## config.mk

```make
export PLATFORM = sky130hd
export DESIGN_NAME = tagged_reg_unit
export DESIGN_NICKNAME = d
export VERILOG_FILES = /design/src/rtl/trau_pkg.sv /design/src/rtl/trau_ctrl_reg.sv /design/src/rtl/trau_tag_check.sv /design/src/rtl/trau_datapath.sv /design/src/rtl/tagged_reg_unit.sv
export SDC_FILE = /design/constraint.sdc
export NUM_CORES = 1
export LEC_CHECK = 0
export BUFFER_PORTS_ARGS = -buffer_cell sky130_fd_sc_hd__buf_2
export CORE_MARGIN = 2
export CORE_UTILIZATION = 29
export CTS_BUF_LIST = sky130_fd_sc_hd__clkbuf_16
export CTS_CLUSTER_DIAMETER = 100
export DETAILED_ROUTE_END_ITERATION = 6
export SLEW_MARGIN = 20
export SYNTH_ARGS = -nofsm -noshare
export SYNTH_HDL_FRONTEND = slang
export SYNTH_HIERARCHICAL = 1
export SYNTH_SLANG_ARGS = --single-unit
export TNS_END_PERCENT = 5
```

## constraint.sdc

```tcl
create_clock -name clk -period 2.2 [get_ports clk]
set_input_delay 0 -clock clk [delete_from_list [all_inputs] [get_ports clk]]
set_output_delay 0 -clock clk [all_outputs]
set_load 0.01 [all_outputs]
```

## src/rtl/trau_pkg.sv

```systemverilog
package trau_pkg;
  typedef enum logic [2:0] {
    OP_NONE = 3'd0,
    OP_ADD  = 3'd1,
    OP_JUMP = 3'd2,
    OP_TRD  = 3'd3,
    OP_TWR  = 3'd4,
    OP_ADDI = 3'd5
  } op_e;

  typedef enum logic [1:0] {
    PRV_USER  = 2'd0,
    PRV_SUPER = 2'd1,
    PRV_RSVD  = 2'd2,
    PRV_MACH  = 2'd3
  } prv_e;

  typedef enum logic [1:0] {
    SEL_CTRL = 2'd0,
    SEL_SEN  = 2'd1,
    SEL_UEN  = 2'd2,
    SEL_NONE = 2'd3
  } csel_e;
endpackage

```

## src/rtl/trau_ctrl_reg.sv

```systemverilog
module trau_ctrl_reg
  import trau_pkg::*;
#(
  parameter int CTRL_W = 16
) (
  input  logic              clk,
  input  logic              rst_n,
  input  logic              csr_we,
  input  logic [1:0]        csr_sel,
  input  logic [1:0]        csr_priv,
  input  logic [CTRL_W-1:0] csr_wdata,
  output logic [CTRL_W-1:0] ctrl_o
);
  logic [CTRL_W-1:0] ctrl_q, sen_q, uen_q;
  logic [CTRL_W-1:0] ctrl_d;

  // Bit-wise merge under an enable mask.
  function automatic logic [CTRL_W-1:0] masked_merge(
    input logic [CTRL_W-1:0] old_v,
    input logic [CTRL_W-1:0] new_v,
    input logic [CTRL_W-1:0] en
  );
    return (new_v & en) | (old_v & ~en);
  endfunction

  // Named write events.
  logic sel_ctrl, wr_ctrl_m, wr_ctrl_s, wr_ctrl_u, wr_sen, wr_uen;
  assign sel_ctrl  = csr_we && (csr_sel == SEL_CTRL);
  assign wr_ctrl_m = sel_ctrl && (csr_priv == PRV_MACH);
  assign wr_ctrl_s = sel_ctrl && (csr_priv == PRV_SUPER);
  assign wr_ctrl_u = sel_ctrl && (csr_priv == PRV_USER);
  assign wr_sen    = csr_we && (csr_sel == SEL_SEN) && (csr_priv == PRV_MACH);
  assign wr_uen    = csr_we && (csr_sel == SEL_UEN) && (csr_priv == PRV_MACH);

  always_comb begin
    ctrl_d = ctrl_q;
    if (wr_ctrl_m)      ctrl_d = csr_wdata;
    else if (wr_ctrl_s) ctrl_d = masked_merge(ctrl_q, csr_wdata, sen_q);
    else if (wr_ctrl_u) ctrl_d = masked_merge(ctrl_q, csr_wdata, uen_q);
  end

  always_ff @(posedge clk or negedge rst_n) begin
    if (!rst_n) begin
      ctrl_q <= '0;
      sen_q  <= '0;
      uen_q  <= '0;
    end else begin
      ctrl_q <= ctrl_d;
      if (wr_sen) sen_q <= csr_wdata;
      if (wr_uen) uen_q <= csr_wdata;
    end
  end

  assign ctrl_o = ctrl_q;

  AST_CTRL_HOLD: assert property (@(posedge clk) disable iff (!rst_n)
    (!csr_we || csr_priv == PRV_RSVD) |=> $stable(ctrl_q));
  AST_SUPER_MASK: assert property (@(posedge clk) disable iff (!rst_n)
    (csr_we && csr_priv == PRV_SUPER && csr_sel == SEL_CTRL)
      |=> ((ctrl_q ^ $past(ctrl_q)) & ~$past(sen_q)) == '0);
  AST_USER_MASK: assert property (@(posedge clk) disable iff (!rst_n)
    (csr_we && csr_priv == PRV_USER && csr_sel == SEL_CTRL)
      |=> ((ctrl_q ^ $past(ctrl_q)) & ~$past(uen_q)) == '0);
  AST_EN_PRIV: assert property (@(posedge clk) disable iff (!rst_n)
    (csr_we && csr_priv != PRV_MACH) |=> ($stable(sen_q) && $stable(uen_q)));
  AST_MACH_WRITE: assert property (@(posedge clk) disable iff (!rst_n)
    (csr_we && csr_priv == PRV_MACH && csr_sel == SEL_CTRL)
      |=> ctrl_q == $past(csr_wdata));
endmodule

```

## src/rtl/trau_tag_check.sv

```systemverilog
module trau_tag_check
  import trau_pkg::*;
#(
  parameter int TW = 4
) (
  input  logic          active,
  input  logic [2:0]    op,
  input  logic [TW-1:0] rs1_tag,
  input  logic [TW-1:0] rs2_tag,
  input  logic [TW-1:0] add_mask,
  input  logic [TW-1:0] jmp_mask,
  output logic          fail
);
  logic [TW-1:0] hit;

  always_comb begin
    hit = '0;
    if (active) begin
      case (op_e'(op))
        OP_ADD:  hit = (rs1_tag | rs2_tag) & add_mask;
        OP_ADDI: hit = rs1_tag & add_mask;
        OP_JUMP: hit = rs1_tag & jmp_mask;
        default: hit = '0;
      endcase
    end
  end

  assign fail = |hit;
endmodule

```

## src/rtl/trau_datapath.sv

```systemverilog
module trau_datapath
  import trau_pkg::*;
#(
  parameter int XLEN  = 32,
  parameter int TW    = 4,
  parameter int IMM_W = 12,
  parameter int RI_W  = 5
) (
  input  logic             clk,
  input  logic             rst_n,
  input  logic             active,
  input  logic [2:0]       op,
  input  logic [RI_W-1:0]  rd_idx,
  input  logic [XLEN-1:0]  rs1_val,
  input  logic [TW-1:0]    rs1_tag,
  input  logic [XLEN-1:0]  rs2_val,
  input  logic [TW-1:0]    rs2_tag,
  input  logic [XLEN-1:0]  rd_old_val,
  input  logic [IMM_W-1:0] imm,
  input  logic [XLEN-1:0]  link_val,
  input  logic [TW-1:0]    prop_mask,
  input  logic [TW-1:0]    link_tag,
  input  logic             chk_fail,
  output logic             res_valid_o,
  output logic [RI_W-1:0]  res_rd_o,
  output logic [XLEN-1:0]  res_val_o,
  output logic [TW-1:0]    res_tag_o,
  output logic             exc_o
);
  localparam int EXT_W = XLEN - IMM_W;

  function automatic logic [XLEN-1:0] sext_imm(input logic [IMM_W-1:0] v);
    return {{EXT_W{v[IMM_W-1]}}, v};
  endfunction

  // Shared adder: second operand is rs2 or the sign-extended immediate.
  logic [XLEN-1:0] opb, sum;
  logic use_imm;
  assign use_imm = (op_e'(op) == OP_ADDI) || (op_e'(op) == OP_TWR);
  assign opb     = use_imm ? sext_imm(imm) : rs2_val;
  assign sum     = rs1_val + opb;

  logic            is_op, do_wb, rd_zero;
  logic [XLEN-1:0] val_d;
  logic [TW-1:0]   tag_d;

  always_comb begin
    is_op = active;
    val_d = '0;
    tag_d = '0;
    case (op_e'(op))
      OP_ADD:  begin val_d = sum;      tag_d = (rs1_tag | rs2_tag) & prop_mask; end
      OP_ADDI: begin val_d = sum;      tag_d = rs1_tag & prop_mask; end
      OP_JUMP: begin val_d = link_val; tag_d = link_tag; end
      OP_TRD:  begin val_d = {{(XLEN-TW){1'b0}}, rs1_tag}; tag_d = '0; end
      OP_TWR:  begin val_d = rd_old_val; tag_d = sum[TW-1:0]; end
      default: is_op = 1'b0;
    endcase
  end

  assign rd_zero = (rd_idx == '0);
  assign do_wb   = is_op && !chk_fail;

  logic [2:0] op_q;

  always_ff @(posedge clk or negedge rst_n) begin
    if (!rst_n) begin
      res_valid_o <= 1'b0;
      res_rd_o    <= '0;
      res_val_o   <= '0;
      res_tag_o   <= '0;
      exc_o       <= 1'b0;
      op_q        <= '0;
    end else begin
      res_valid_o <= do_wb;
      exc_o       <= is_op && chk_fail;
      op_q        <= is_op ? op : 3'd0;
      if (do_wb) begin
        res_rd_o  <= rd_idx;
        res_val_o <= rd_zero ? '0 : val_d;
        res_tag_o <= rd_zero ? '0 : tag_d;
      end
    end
  end

  AST_FAIL_NO_WB: assert property (@(posedge clk) disable iff (!rst_n)
    exc_o |-> !res_valid_o);
  AST_X0_ZERO: assert property (@(posedge clk) disable iff (!rst_n)
    (res_valid_o && res_rd_o == '0) |-> (res_val_o == '0 && res_tag_o == '0));
  AST_TRD_CLEAR: assert property (@(posedge clk) disable iff (!rst_n)
    (res_valid_o && op_q == 3'(OP_TRD)) |-> res_tag_o == '0);
  AST_IDLE_QUIET: assert property (@(posedge clk) disable iff (!rst_n)
    !active |=> (!res_valid_o && !exc_o));
endmodule

```

## src/rtl/tagged_reg_unit.sv

```systemverilog
module tagged_reg_unit
  import trau_pkg::*;
#(
  parameter int XLEN  = 32,
  parameter int TW    = 4,
  parameter int IMM_W = 12,
  parameter int RI_W  = 5,
  parameter int NFLD  = 4,
  localparam int CTRL_W = NFLD * TW
) (
  input  logic              clk,
  input  logic              rst_n,
  input  logic              instr_valid,
  input  logic [2:0]        instr_op,
  input  logic [RI_W-1:0]   rd_idx,
  input  logic [XLEN-1:0]   rs1_val,
  input  logic [TW-1:0]     rs1_tag,
  input  logic [XLEN-1:0]   rs2_val,
  input  logic [TW-1:0]     rs2_tag,
  input  logic [XLEN-1:0]   rd_old_val,
  input  logic [IMM_W-1:0]  imm,
  input  logic [XLEN-1:0]   link_val,
  input  logic              csr_we,
  input  logic [1:0]        csr_sel,
  input  logic [1:0]        csr_priv,
  input  logic [CTRL_W-1:0] csr_wdata,
  output logic              res_valid,
  output logic [RI_W-1:0]   res_rd,
  output logic [XLEN-1:0]   res_val,
  output logic [TW-1:0]     res_tag,
  output logic [CTRL_W-1:0] tag_ctrl,
  output logic              tag_exc
);
  // Field order inside tag_ctrl: add check, jump check, propagate, link tag.
  localparam int F_ADD  = 0;
  localparam int F_JMP  = 1;
  localparam int F_PROP = 2;
  localparam int F_LINK = 3;

  logic [CTRL_W-1:0] ctrl;
  logic [TW-1:0]     fld [NFLD];
  logic              chk_fail;

  for (genvar g = 0; g < NFLD; g++) begin : g_fld
    assign fld[g] = ctrl[g*TW +: TW];
  end

  trau_ctrl_reg #(.CTRL_W(CTRL_W)) u_ctrl (
    .clk(clk), .rst_n(rst_n), .csr_we(csr_we), .csr_sel(csr_sel),
    .csr_priv(csr_priv), .csr_wdata(csr_wdata), .ctrl_o(ctrl)
  );

  trau_tag_check #(.TW(TW)) u_chk (
    .active(instr_valid), .op(instr_op), .rs1_tag(rs1_tag), .rs2_tag(rs2_tag),
    .add_mask(fld[F_ADD]), .jmp_mask(fld[F_JMP]), .fail(chk_fail)
  );

  trau_datapath #(.XLEN(XLEN), .TW(TW), .IMM_W(IMM_W), .RI_W(RI_W)) u_dp (
    .clk(clk), .rst_n(rst_n), .active(instr_valid), .op(instr_op),
    .rd_idx(rd_idx), .rs1_val(rs1_val), .rs1_tag(rs1_tag),
    .rs2_val(rs2_val), .rs2_tag(rs2_tag), .rd_old_val(rd_old_val),
    .imm(imm), .link_val(link_val), .prop_mask(fld[F_PROP]),
    .link_tag(fld[F_LINK]), .chk_fail(chk_fail),
    .res_valid_o(res_valid), .res_rd_o(res_rd), .res_val_o(res_val),
    .res_tag_o(res_tag), .exc_o(tag_exc)
  );

  assign tag_ctrl = ctrl;

  AST_EXC_PULSE: assert property (@(posedge clk) disable iff (!rst_n)
    (tag_exc && !(instr_valid && chk_fail)) |=> !tag_exc);
endmodule

```

==> impl_metrics.tcl <==
set metrics [dict create \
    status "finished, violations left" \
    violations "design-rule violations, negative hold slack, negative setup slack" \
    rrSetupSlack_ns 0 \
    ctsLongestPathBuffers 2 \
    crit_required_ns 2.44 \
    synthSimpleGateAreaFrac_pct 18.0 \
    utilization_pct 46.7 \
    setup_viol 1 \
    synth.top_cell.area_share_pct 35.0 \
    pwr_density_cell_mw_per_mm2 647 \
    syn-num-nets 922 \
    relSlewSlack_pct 56.8 \
    cts_buffers 9 \
    worst_slack_ns -0.00536 \
    h-tree-depth 3 \
    io_buffers 238 \
    synthTopCellsByArea "dfrtp_1 35%, nand2_1 8.5%, ha_1 7.3%" \
    grt_pass1_wl_um 38400 \
    drive_gt1_share_pct 45.5 \
    synthMuxAreaShare_pct 10.2 \
    finClkSkew_ns 0.00883 \
    path_max_fanout 23 \
    areaGrowthSynthToFinish_pct 57.6 \
    synth-compound-area-share_pct 22.1 \
    stdcell_count 1408 \
    hold_viol 1 \
    place_inst 1320 \
    netlist_instances 703 \
    rows 54 \
    gr-total-overflow 0 \
    gp_congestion 0.839 \
    r2r_end "u_dp/res_val_o[26]$_DFFE_PN0P_" \
    clock_latency_ns 0.36 \
    first_global_vias 7205 \
    place_ws_ns -0.413 \
    critPathCaptureType "flop" \
    dr.first_iter.drc_count 424 \
    crit_arrival_ns 2.44 \
    synth_edf_count 0 \
    r2r_cells 12 \
    fin_nets 1336 \
    remaining_drc_errors 1 \
    first_pass_iters 7 \
    max_freq_mhz 453 \
    max_cap_viol_count 0 \
    final_antenna_net_count 0 \
    worstSetupPathType "input pin to flop" \
    grt_max_degree 42 \
    synth_top_family_by_area "compound AO/OA/AOI/OAI gates" \
    die-area_mm2 0.0237 \
    synth_area_per_cell_um2 9.26 \
    min_period_ns 2.21 \
    post_drt_wl_per_cell_um 17.7 \
    tightest_slew_ns 0.645 \
    ir_drop_mv 0.515 \
    cts-root-buf "clkbuf_16" \
    synth.largest_area_cell "dfrtp_1" \
    yosysWarnings 6 \
    grt_use_total_pct 20.8 \
    min_path_type "input pin to flop" \
    antenna_found_initial 3 \
    io_pins 239 \
    async_flop_share_pct 100 \
    vias 7098 \
    rsz0062_at_grt "true" \
    cts_tree "built" \
    initial_core_util_pct 29.6 \
    dp_hpwl_um 19100 \
    setup-tns-final_ns -0.00536 \
    hold_path.startpoint "rd_old_val[27]" \
    routed_via_density 5.04 \
    synth_common_cells "147 x nand2_1, 91 x dfrtp_1, 38 x ha_1, 37 x a21oi_1, 36 x mux2_2" \
    synth_area_mm2 0.00651 \
    startpoint_type "input pin" \
    synthAdderAreaFrac_pct 7.61 \
    setup.worst_path.start "instr_op[1]" \
    ys_ff_latch 91 \
    dieWidth_um 154 \
    clkSlewWorstSetupHoldPaths_ns 0.08 \
    cts.sinks 91 \
    wl_um 24900 \
    ys_types 71 \
    yosysSeqAreaShare_pct 35.0 \
    leakage_nw 4.98 \
    whs_ns -0.00327 \
    die_y_um 154 \
    core_area_mm2 0.0220 \
    crit_end "u_dp/res_val_o[28]$_DFFE_PN0P_" \
    synth_most_common_cell "nand2_1" \
    slew_viol_final 0 \
    post-route-period-util_pct 100 \
    dominantRegCellSynth "dfrtp_1" \
    yosys.area_share.xor_xnor_pct 3.50 \
]
## per-stage QoR
stage	area, µm²	power [mW]
finish	10300	6.64
global route	10200	7.06
CTS	10100	6.61
detailed placement	9050	4.74
global placement	9050	4.71
floorplan	6620	3.52
## cell families after synthesis
kind of cell	count (synthesis)
and+or+nand+nor	247
AOI/OAI and AO/OA	195
DFF	91
muxes	56
buffers and inverters	49
adders and majority gates	39
xor gates and xnor gates	26
## placed cells by master, fill, tap and decap left out, drive strengths merged, types with 13 or more instances in the layout
master,instances
xnor2,14
ha,38
mux2,53
a22oi,25
o221ai,33
nor2,27
inv,13
dfrtp,91
o21ai,31
a21oi,39
buf,379
nand2,148
nor2b,17
a21o,14
dlygate4sd3,63
## final cells by class
| class | count | area, µm² |
|---|---|---|
| multi-input cells | 563 | 4280 |
| clock buffers | 9 | 225 |
| fillers | 2171 | 11700 |
| flip-flops and latches | 91 | 2280 |
| inverters | 10 | 37.5 |
| diodes | 6 | 15.0 |
| well taps | 280 | 350 |
| repair buffers | 442 | 2980 |
| clock inverters | 7 | 95.1 |
## critical path, stage by stage
cell	delay (ns)
buf_2	0.13
nand2b_1	0.18
buf_12	0.17
nand2_1	0.07
nand2_1	0.10
ha_4	0.30
nand3_2	0.10
or3_1	0.41
a2bb2oi_2	0.16
o211ai_2	0.10
o2111ai_2	0.17
a211oi_2	0.25
mux2i_1	0.20
nand2_1	0.07
## layer usage
layer | GRT usage [%] | wire length, µm | vias to the layer above
met5 | 0 | 0 | -
met4 | 5.65 | 508 | 0
met2 | 37.4 | 12300 | 254
met3 | 4.62 | 1850 | 39
li1 | - | - | 3438
met1 | 25.0 | 10300 | 3367
## power by group
part	total, mW	internal (mW)	switching, mW
logic	2.65	1.37	1.28
clock network	1.72	0.918	0.805
registers	2.27	2.03	0.234
total	6.64	4.32	2.32
## how the worst min path moves through the flow
stage,cells past startpoint,slack [ns],to
after floorplan,0,-0.30,async pin
after global placement,1,-0.12,u_dp/res_val_o[25]$_DFFE_PN0P_
after detailed placement,1,-0.12,u_dp/res_val_o[25]$_DFFE_PN0P_
after CTS,3,0.0006,u_dp/res_val_o[27]$_DFFE_PN0P_
after global routing,3,0.02,u_dp/res_val_o[27]$_DFFE_PN0P_
final,3,-0.003,u_dp/res_val_o[27]$_DFFE_PN0P_
## timing repair
item / 4_1_cts / 5_1_grt
hold buffers: 63 / 0
pin swaps: 3 / 12
hold endpoints to repair: 170 / 0
setup endpoints to repair: 22 / 25
buffers inserted: 1 / 2
resized for setup: 9 / 42
No activity file was read; power rests on OpenSTA's default activity.
